===== config.mk =====
export PLATFORM = sky130hd
export DESIGN_NAME = lazy_ring_node
export DESIGN_NICKNAME = d
export VERILOG_FILES = /design/src/rtl/lrn_pkg.sv /design/src/rtl/lrn_mutex.sv /design/src/rtl/lrn_ctrl.sv /design/src/rtl/lazy_ring_node.sv
export SDC_FILE = /design/constraint.sdc
export NUM_CORES = 1
export LEC_CHECK = 0
export ABC_AREA = 1
export ABC_CLOCK_PERIOD_IN_PS = 1050
export BUFFER_PORTS_ARGS = -buffer_cell sky130_fd_sc_hd__clkbuf_2
export CAP_MARGIN = 0
export CORE_UTILIZATION = 35
export CTS_BUF_LIST = sky130_fd_sc_hd__clkbuf_2
export CTS_CLUSTER_DIAMETER = 120
export DETAILED_ROUTE_END_ITERATION = 6
export PLACE_DENSITY_LB_ADDON = 0.15
export SYNTH_ARGS = -nofsm -noshare
export SYNTH_HDL_FRONTEND = slang
export SYNTH_SLANG_ARGS = --single-unit

===== constraint.sdc =====
create_clock -name clk -period 1.05 [get_ports clk]
set_clock_uncertainty 0.05 [all_clocks]
set_input_delay 0.105 -clock clk [delete_from_list [all_inputs] [get_ports clk]]
set_output_delay 0.105 -clock clk [all_outputs]
set_load 0.1 [all_outputs]

===== src/rtl/lrn_pkg.sv =====
package lrn_pkg;
  typedef enum logic [2:0] {
    ST_IDLE    = 3'd0,
    ST_FETCH   = 3'd1,
    ST_GRANTED = 3'd2,
    ST_PASS    = 3'd3,
    ST_RETURN  = 3'd4
  } lrn_state_e;

  typedef enum logic {
    SRV_LOCAL = 1'b0,
    SRV_LEFT  = 1'b1
  } lrn_owner_e;
endpackage


===== src/rtl/lrn_mutex.sv =====
module lrn_mutex #(
  parameter bit LOCAL_FIRST = 1'b1
) (
  input  logic en,
  input  logic loc_req,
  input  logic lft_req,
  output logic pick_loc,
  output logic pick_lft
);
  generate
    if (LOCAL_FIRST) begin : g_local_first
      assign pick_loc = en & loc_req;
      assign pick_lft = en & lft_req & ~loc_req;
    end else begin : g_left_first
      assign pick_lft = en & lft_req;
      assign pick_loc = en & loc_req & ~lft_req;
    end
  endgenerate
endmodule


===== src/rtl/lrn_ctrl.sv =====
module lrn_ctrl
  import lrn_pkg::*;
#(
  parameter bit HAS_TOKEN = 1'b0
) (
  input  logic       clk,
  input  logic       rst_n,
  input  logic       pick_loc,
  input  logic       pick_lft,
  input  logic       cli_req,
  input  logic       cli_done,
  input  logic       lft_req,
  input  logic       rgt_ack,
  output lrn_state_e state,
  output logic       tok
);
  lrn_owner_e owner;
  logic       done_seen;

  always_ff @(posedge clk) begin
    if (!rst_n) begin
      state     <= ST_IDLE;
      owner     <= SRV_LOCAL;
      done_seen <= 1'b0;
      tok       <= HAS_TOKEN;
    end else begin
      case (state)
        ST_IDLE: begin
          done_seen <= 1'b0;
          if (pick_loc) begin
            owner <= SRV_LOCAL;
            state <= tok ? ST_GRANTED : ST_FETCH;
          end else if (pick_lft) begin
            owner <= SRV_LEFT;
            if (tok) begin
              tok   <= 1'b0;
              state <= ST_PASS;
            end else begin
              state <= ST_FETCH;
            end
          end
        end
        ST_FETCH: begin
          if (rgt_ack) begin
            tok   <= 1'b1;
            state <= ST_RETURN;
          end
        end
        ST_RETURN: begin
          if (!rgt_ack) begin
            if (owner == SRV_LOCAL) begin
              state <= ST_GRANTED;
            end else begin
              tok   <= 1'b0;
              state <= ST_PASS;
            end
          end
        end
        ST_GRANTED: begin
          if (cli_done) done_seen <= 1'b1;
          if ((done_seen || cli_done) && !cli_req) state <= ST_IDLE;
        end
        ST_PASS: begin
          if (!lft_req) state <= ST_IDLE;
        end
        default: state <= ST_IDLE;
      endcase
    end
  end
endmodule


===== src/rtl/lazy_ring_node.sv =====
module lazy_ring_node
  import lrn_pkg::*;
#(
  parameter bit HAS_TOKEN = 1'b0
) (
  input  logic clk,
  input  logic rst_n,
  input  logic cli_req,
  input  logic cli_done,
  output logic cli_grant,
  input  logic lft_req,
  output logic lft_ack,
  output logic rgt_req,
  input  logic rgt_ack,
  output logic holds_token
);
  lrn_state_e state;
  logic       tok;
  logic       pick_loc;
  logic       pick_lft;

  lrn_mutex #(.LOCAL_FIRST(1'b1)) u_mutex (
    .en       (state == ST_IDLE),
    .loc_req  (cli_req),
    .lft_req  (lft_req),
    .pick_loc (pick_loc),
    .pick_lft (pick_lft)
  );

  lrn_ctrl #(.HAS_TOKEN(HAS_TOKEN)) u_ctrl (
    .clk      (clk),
    .rst_n    (rst_n),
    .pick_loc (pick_loc),
    .pick_lft (pick_lft),
    .cli_req  (cli_req),
    .cli_done (cli_done),
    .lft_req  (lft_req),
    .rgt_ack  (rgt_ack),
    .state    (state),
    .tok      (tok)
  );

  assign cli_grant   = (state == ST_GRANTED);
  assign lft_ack     = (state == ST_PASS);
  assign rgt_req     = (state == ST_FETCH);
  assign holds_token = tok;
endmodule


## Word level (Yosys, flattened, before mapping)

Cells that the tools add are included.

- Register bits after elaboration: 6
- Logic and storage cells: 52

- Eq/ne operators: 13
- Muxes and demuxes: 20
- Bitwise logic cells: 4
- Reduce and logical (&&, ||, !) cells: 11

Operator list:

| operator | count |
|---|---|
| 3-bit two-way mux | 6 |
| 3-bit case mux with 5 select lines | 1 |
| 2-bit != test (second input constant) | 5 |
| 1-bit two-way mux | 9 |
| 3-bit by 2-bit == test with 1-bit output (second input constant) | 2 |
| 2-bit by 1-bit != test with 1-bit output (second input constant) | 3 |
| 6-bit AND reduction | 1 |
| 5-bit AND reduction | 1 |
| 2-bit two-way mux | 2 |
| 2-bit AND reduction | 2 |
| 2-bit nonzero test | 2 |
| 1-bit bitwise AND | 3 |
| 3-bit by 1-bit == test with 1-bit output (second input constant) | 1 |
| 3-bit == test (second input constant) | 1 |
| 3-bit logical NOT | 1 |
| 3-bit != test (second input constant) | 1 |
| 1-bit case mux with 3 select lines | 1 |
| 3-bit nonzero test | 1 |
| 1-bit case mux with 2 select lines | 1 |
| 1-bit logical AND | 1 |
| 1-bit logical NOT | 1 |
| 1-bit logical OR | 1 |
| 1-bit inverter | 1 |

## Longest topological paths before layout

- Word-level depth: 6
- Depth in mapped cells: 8
- Mapped depth without buffers: 8

## Cells and area by module

From an unflattened synthesis, not the netlist that was laid out.

- Cell total of the unflattened synthesis: 82
- Area, all modules: 471.7 um^2

Modules (own cells, without submodules):

| module | area an instance (um^2) | cells an instance | sequential area each (um^2) | instances |
|---|---|---|---|---|
| lrn_ctrl | 420.4 | 69 | 120.1 | 1 |
| lazy_ring_node | 33.8 | 9 | 0.0 | 1 |
| lrn_mutex | 17.5 | 4 | 0.0 | 1 |

## Worst setup path before layout

OpenSTA, ideal clock, no wires.

- Path type: register to output
- Start: reg u_ctrl.state[1]
- End: out lft_ack
- Path buffers: 1
- Data arrival time: 1.749 ns
- Path slack: -0.854 ns
- Required time: 0.895 ns
- Stages on the path, launching flop included: 4
- Cell sequence: dfxtp_1 > buf_6 > nand2_1 > nor2_1

- Cells in the longest elaborated chain, start to end: 1

Ends and longest elaborated chain:

| item | line | RTL |
|---|---|---|
| start: declaration | lrn_ctrl.sv:14 | `output lrn_state_e state,` |
| start signal: assignment | lrn_ctrl.sv:32 | `state <= tok ? ST_GRANTED : ST_FETCH;` |
| 3-bit by 2-bit == test with 1-bit output | lazy_ring_node.sv:44 | `assign lft_ack = (state == ST_PASS);` |
| end: declaration | lazy_ring_node.sv:12 | `output logic lft_ack,` |

No other way between the ends.

## Worst setup path in the final report

- Start: reg u_ctrl.state[1]
- End: out rgt_req

- Cells in the longest elaborated chain, start to end: 1

Ends and longest elaborated chain:

| item | line | RTL |
|---|---|---|
| 3-bit by 1-bit == test with 1-bit output | lazy_ring_node.sv:45 | `assign rgt_req = (state == ST_FETCH);` |
| end: declaration | lazy_ring_node.sv:13 | `output logic rgt_req,` |

No other way between the ends.

==> impl_metrics.toml <==
[worst_setup_path]
cp.arrival_ns = 1.11
critPathRequiredTime_ns = 0.89
cp-end-kind = "output pin"
crit_fanout = 7
crit_path_start_kind = "flop"
worstSetupPathType = "reg2out"

[synth]
yosys.cell_count.top_type = "nor2_1"
yosysTopAreaCell = "dfxtp_1"
synth_top_area_frac = 0.252
synth-adder-area-share = 0
synthMuxAreaShare = 0
ys_seq_area_frac = 0.252
synth-xor-area-share = 0
yosys_warnings = 0
yosys-top-cells-count = "nor2_1 (16), nand2_1 (15), inv_1 (12)"
synth_area_leaders = "dfxtp_1 (25%), nor2_1 (13%), nand2_1 (12%), nand3_1 (9.4%), inv_1 (9.4%)"
ys_seq_elements = 6
synthSimpleGateAreaFrac = 0.501
syn_nets = 82
synth_ff_type = "dfxtp_1"
synth-compound-area-share = 0.0735
syn_avg_cell_area_um2 = 6.27
synthCells = 76
synth_top_family_by_area = "simple AND/OR/NAND/NOR gates"
synth_area_um2 = 477
ys_async_sr_fraction = 0
synth_edf_count = 0
synth.distinct_cells = 15

[finish]
synthToLayoutAreaGrowth_pct = 60.9
final_area_um2 = 767
fillers = 101
post-route-util = 0.647
nets = 103
drive_gt1_frac = 0.510
antenna_cells = 0

[sta]
fin_crit_sh = 1.20
maxSlewHeadroom = 0.868
hold_violations = 0
fin_setup_tns_ns = -1.13
max_freq_ghz = 0.793
finalCriticalPeriod_ns = 1.26
finalSetupViolCount = 9
slew_viol_final = 0
fin_ws_ns = -0.211
rsz0062_at_grt = "yes"
max_slew.worst_pin.slew_ns = 0.197

[die]
die-area_um2 = 1510
io_pins = 10
row_count = 12
fp.dieH_um = 38.9
fp.dieW_um = 38.9
start_util = 0.402
core_um2 = 1190

[power]
power_mw = 2.31
power_density_nw_per_um2 = 3010
peakVddDrop_mv = 1.57
p_leak_nw = 0.379

[route]
vias_per_cell = 4.93
vias = 542
wl_per_cell_um = 11.4
drc = 0
dr.pass1.iters = 4
ant_nets = 0
dr.first_iter.drc_count = 12
routed_wl_mm = 1.25

[cts]
cts_num_sinks = 6
cts_buffers = 3
worstSkewPairLatency_ns = 0.25
cts_tree = "done"
cts_buffer_depth = 2
clk_pin_slew_ns = 0.06
clock-root-buffer = "clkbuf_2"
h-tree-depth = 1

[run]
maxCapViolations = 0

[placement]
io_buffer_count = 9
placed_cell_area_um2 = 654
dpl_worst_slack_ns = -0.275
gp_congestion = 0.854
hpwl_um = 858

[grt]
antenna_found_initial = 0
grt.overflow.total = 0
track_usage = 0.206
grt_pass1_vias = 474
grt_max_degree = 9
grt_pass1_wl_mm = 1.99

[outcome]
outcome = "complete, but fails checks"
violations = "negative setup slack"

[min_path]
hp-class = "in2reg"
-- final timing paths --
kind / slack (ns) / cells past startpoint / end / start
worst max register to register: -0.15 / 7 / u_ctrl.state[1] / u_ctrl.state[0]
worst max-delay path: -0.21 / 4 / rgt_req / u_ctrl.state[1]
worst min register to register: 0.41 / 2 / u_ctrl.done_seen / u_ctrl.done_seen
worst min-delay path: 0.06 / 3 / u_ctrl.done_seen / cli_done
-- per-layer routing --
layer,vias up,wire (µm),global-route usage
met5,-,0,0
met4,0,15,0.0517
met3,4,75,0.121
met2,14,645,0.325
met1,244,512,0.235
li1,280,-,-
-- final cells by class --
| type | instances | area, µm² | share of cell area |
|---|---|---|---|
| Multi-Input combinational cell | 54 | 339 | 0.442 |
| Tap cell | 14 | 17.5 | 0.0228 |
| Sequential cell | 6 | 135 | 0.176 |
| Inverter | 13 | 63.8 | 0.0832 |
| Timing Repair Buffer | 19 | 191 | 0.250 |
| Clock buffer | 4 | 20.0 | 0.0261 |
-- sequential cells by signal, summed over array words and instances, names as in the netlist --
register and cells:
u_ctrl.owner 1, u_ctrl.done_seen 1, u_ctrl.state 3, u_ctrl.tok 1
-- cells in the final DEF (no fill, tap or decap) --
cell,count
nand3_1,7
dfxtp_4,4
nand2_2,2
clkinvlp_4,2
buf_12,4
dfxtp_1,2
inv_4,1
o21ai_0,1
nand3b_1,1
nand4_1,2
buf_6,3
nand2_1,12
inv_1,9
nor2_8,1
o21ai_1,1
nand3_2,3
nor2_1,9
inv_6,1
o21ai_2,1
a21oi_1,3
a21oi_2,1
nor2_4,2
buf_4,7
nor2_2,5
nand3_4,2
clkbuf_2,9
nand2_4,1
-- stage by stage --
step,std cells,hold slack (ns)
finish,110,0.0612
global route,110,0.0522
CTS,108,0.0592
detailed placement,101,0.304
global placement,101,0.306
floorplan,76,0.166
-- critical path: stages, from the launching register on --
cell and delay [ns]:
dfxtp_4 0.44, nor2_4 0.06, nand2_2 0.09, clkinvlp_4 0.11, buf_12 0.17
-- where the power goes --
part / internal [mW] / switching, mW
Combinational: 0.687 / 0.927
Clock: 0.101 / 0.101
Sequential: 0.326 / 0.166
Total: 1.11 / 1.19
-- cells by family (layout without fill, tap and decap cells) --
| family | count (synthesis) | in the layout |
|---|---|---|
| AOI/OAI and AO/OA | 7 | 7 |
| and+or+nand+nor | 47 | 47 |
| DFF | 6 | 6 |
| buffers and inverters | 16 | 36 |
-- timing repair --
item,4_1_cts,5_1_grt
resized for setup,11,8
cloned,0,0
setup buffers,3,2
pin swaps,7,9
setup endpoints to repair,9,9
hold buffers,0,0
(Power assumes the default switching activity.)
